[src/rtl/cascade_count4.sv]
module cascade_count4 #(
  parameter int WIDTH    = 4,
  parameter bit SYNC_CLR = 1'b0
) (
  input  logic             clk,
  input  logic             clr_n,
  input  logic             load_n,
  input  logic [WIDTH-1:0] din,
  input  logic             en_par,
  input  logic             en_trk,
  output logic [WIDTH-1:0] q,
  output logic             tc
);
  localparam logic [WIDTH-1:0] FULL = '1;

  logic [WIDTH-1:0] nxt;

  assign nxt = !load_n            ? din :
               (en_par && en_trk) ? q + WIDTH'(1) : q;

  generate
    if (SYNC_CLR) begin : g_sync
      always_ff @(posedge clk)
        q <= !clr_n ? '0 : nxt;
    end else begin : g_async
      always_ff @(posedge clk or negedge clr_n)
        if (!clr_n) q <= '0;
        else        q <= nxt;
    end
  endgenerate

  assign tc = en_trk && (q == FULL);
endmodule

[config.mk]
export PLATFORM = sky130hd
export DESIGN_NAME = cascade_count4
export DESIGN_NICKNAME = d
export VERILOG_FILES = /design/src/rtl/cascade_count4.sv
export SDC_FILE = /design/constraint.sdc
export NUM_CORES = 1
export LEC_CHECK = 0
export ABC_AREA = 1
export BUFFER_PORTS_ARGS = -buffer_cell sky130_fd_sc_hd__buf_2
export CORE_AREA = 2 2 39 41
export DETAILED_ROUTE_END_ITERATION = 10
export DIE_AREA = 0 0 41 43
export PLACE_DENSITY = 0.48
export SYNTH_ARGS = -nofsm -noshare
export SYNTH_HDL_FRONTEND = slang
export SYNTH_SLANG_ARGS = --single-unit
[constraint.sdc]
create_clock -name clk -period 1.4 [get_ports clk]
set_input_delay 0.28 -clock clk [delete_from_list [all_inputs] [get_ports clk]]
set_output_delay 0.28 -clock clk [all_outputs]
set_load 0.01 [all_outputs]
==> results.md <==
- GRT overflow: 0
- Worst skew pair latency: between 200 and 250 ps
- Synth Area per Inst: about 7.1 µm²
- FF-to-FF End: q[1]$_DFFE_PN0P_
- Post-route ant nets: 0
- Worst r2r src: q[1]$_DFFE_PN0P_
- Worst reg-to-reg setup slack: between 300 and 400 ps
- First DRT Iteration DRCs: 12
- CTS H-tree lvls: 1
- Cell area after synthesis: roughly 270 µm²
- FF+latch count, synth: 4
- Setup WS post-layout: around 80 ps
- Final setup viols: 0
- Die height: ~43 µm
- Slowest CP cell: dfrtp_1
- Nets: 70
- Lkg Pwr: approximately 0.23 nW
- Area grow syn2layout: 53.7%
- Cell count after synthesis: 38
- Status: complete, no violations
- Clk sink count: 4
- Total track usage: 9.56%
- CTS tree: yes
- Yosys warns: 0
- Vias in the first global route: around 270
- Pre-antenna DRT Iters: 2
- Final Max Tran Viols: 0
- Max-Cap Viols: 0
- Tcrit/Tclk final: 94.4%
- Site row count: 14
- Wire length per cell: 9.70 µm
- Die footprint: around 1800 µm²
- IR Drop Worst-Case VDD: 0.000354 V
- Max reg flops: 4
- Crit start category: flop
- Reg2Reg Depth: 3
- Worst-Margin Slew: about 190 ps
- Routed WL: 718 µm
- Synth Net Count: 48
- Drc violations: 0
- Port Buffers: 13
- Largest register by flop count: q
- PwrDens: between 1000 and 1500 nW/µm²
- Max FO, Critical Path: 2
- CP cell instances: ha_2 > nand2_2 > nor2_1 > buf_2
- Post-DP HPWL: slightly above 500 µm
- WP data required: about 1100 ps
- IO Count: 14
- Sequential share of the synthesized area: between 30% and 40%
- CTS buffer count: 3
- Routed vias: approximately 320
- Worst hold stages: 3
- Dpl cells: 67
- CP max stage delay: 360 ps
- Total negative slack for setup checks: 0 ps
- Worst-path clk slew: 40 ps
- Synth cell types: 13
- Worst hold slack: approximately 260 ps
- Slew headroom: between 80% and 90%
- CTS root buf: clkbuf_4
- Worst slack, placed: about 230 ps
- Die X: just over 40 µm
- Setup crit end kind: output port
- # fillers: 170
- Top flop regs: q x4
- Post-Layout Cell Count: between 70 and 80
- Worst EP arrival: 1040 ps
- Via density: 4.26
- # diodes: 0
- Achievable frequency: 0.756 GHz
- Hold WC Path Type: in2reg
- First-pass GRT wire length: 1090 µm
- RePlAce Congestion: between 0.7 and 0.8
- Hold path endpoint: q[2]$_DFFE_PN0P_
- Initial core utilization: 19.5%
- Maximum number of pins on one net before global-route repair: 8
- Antenna violations before repair: 0
- Hold Vio Cnt, Final: 0
- Worst Skew: between 4 and 5 ps
- Unrepaired setup endpoints after global routing: false
- Hold_sp: din[2]
- Share of cells above drive strength 1: between 40% and 50%
- CTS max path bufs: 2
- Fin crit period: ~1300 ps
- Core box area: roughly 1400 µm²
- WS Path Type: reg2out
==> cells in the mapped netlist, drive strengths merged <==
cell type	instances	share of area, %
nand3	7	13
o21ai	1	1.9
inv	4	5.6
ha	1	4.6
o211ai	1	2.8
or2	1	2.3
dfrtp	4	37
nand2	14	22
nand4	1	2.3
nor2	4	8.3
==> worst max path at each step <==
stage	from	to	slack [ps]	cells past startpoint
2_1_floorplan	q[0]$_DFFE_PN0P_	tc	250	3
3_3_place_gp	q[0]$_DFFE_PN0P_	tc	240	4
3_5_place_dp	q[0]$_DFFE_PN0P_	tc	230	4
4_1_cts	q[0]$_DFFE_PN0P_	tc	50	4
5_1_grt	q[1]$_DFFE_PN0P_	tc	8	4
6_report	q[1]$_DFFE_PN0P_	tc	80	4
==> where the power goes <==
part / total, mW / internal (mW) / switching [mW] / leakage, nW
Sequential: 0.149 / 0.132 / 0.0169 / 0.0484
Combinational: 0.135 / 0.0651 / 0.0700 / 0.170
Clock: 0.142 / 0.0958 / 0.0462 / 0.0138
Total: 0.426 / 0.293 / 0.133 / 0.233
==> metal layers <==
layer | vias to the layer above | GRT usage [%] | wire length (µm)
met5 | - | 0 | 0
met4 | 0 | 4.00 | 0
met3 | 0 | 6.81 | 64
met2 | 13 | 12.5 | 333
met1 | 139 | 11.7 | 321
li1 | 163 | - | -
==> layout by cell type (no fill, tap or decap), drive strengths merged <==
master and instances:
nand3 7, inv 4, dfrtp 4, ha 1, or2 1, nand4 1, dlygate4sd3 1, clkbuf 3
buf 16, nand2 14, o211ai 1, nor2 4, o21ai 1
==> repair_timing <==
action / 4_1_cts / 5_1_grt
resized for setup: 0 / 2
endpoints found under the hold margin: 4 / 0
hold buffers: 1 / 0
pin swaps: 0 / 2
buffers inserted: 2 / 1
endpoints found under the setup margin: 1 / 1
==> worst max-delay path: cells and delay by family (launching register included) <==
family	cells	cell delay [ps]
and+or+nand+nor	2	120
adders and majority gates	1	200
DFF	1	360
buffers and inverters	1	130
==> logic make-up after synthesis <==
family / Yosys count / synth area share, %
AOI/OAI and AO/OA: 2 / 4.63
adders and majority gates: 1 / 4.63
buffers and inverters: 4 / 5.55
DFF: 4 / 37.0
and+or+nand+nor: 27 / 48.2
==> area by class of cell <==
cell class	count	area [µm²]	area share, %
well taps	16	20.0	4.82
multi-input cells	30	160	38.6
repair buffers	17	97.6	23.5
inverters	4	15.0	3.61
flip-flops and latches	4	100	24.1
clock buffers	3	22.5	5.42
==> stage by stage <==
step,total power [mW],instance area [µm²],utilization (%)
after floorplan,0.210,270,-
after global placement,0.258,355,25.7
after detailed placement,0.258,355,25.7
after CTS,0.424,403,29.1
after global routing,0.462,415,30.0
final,0.426,415,30.0
Power figures use the tool's default switching activity.
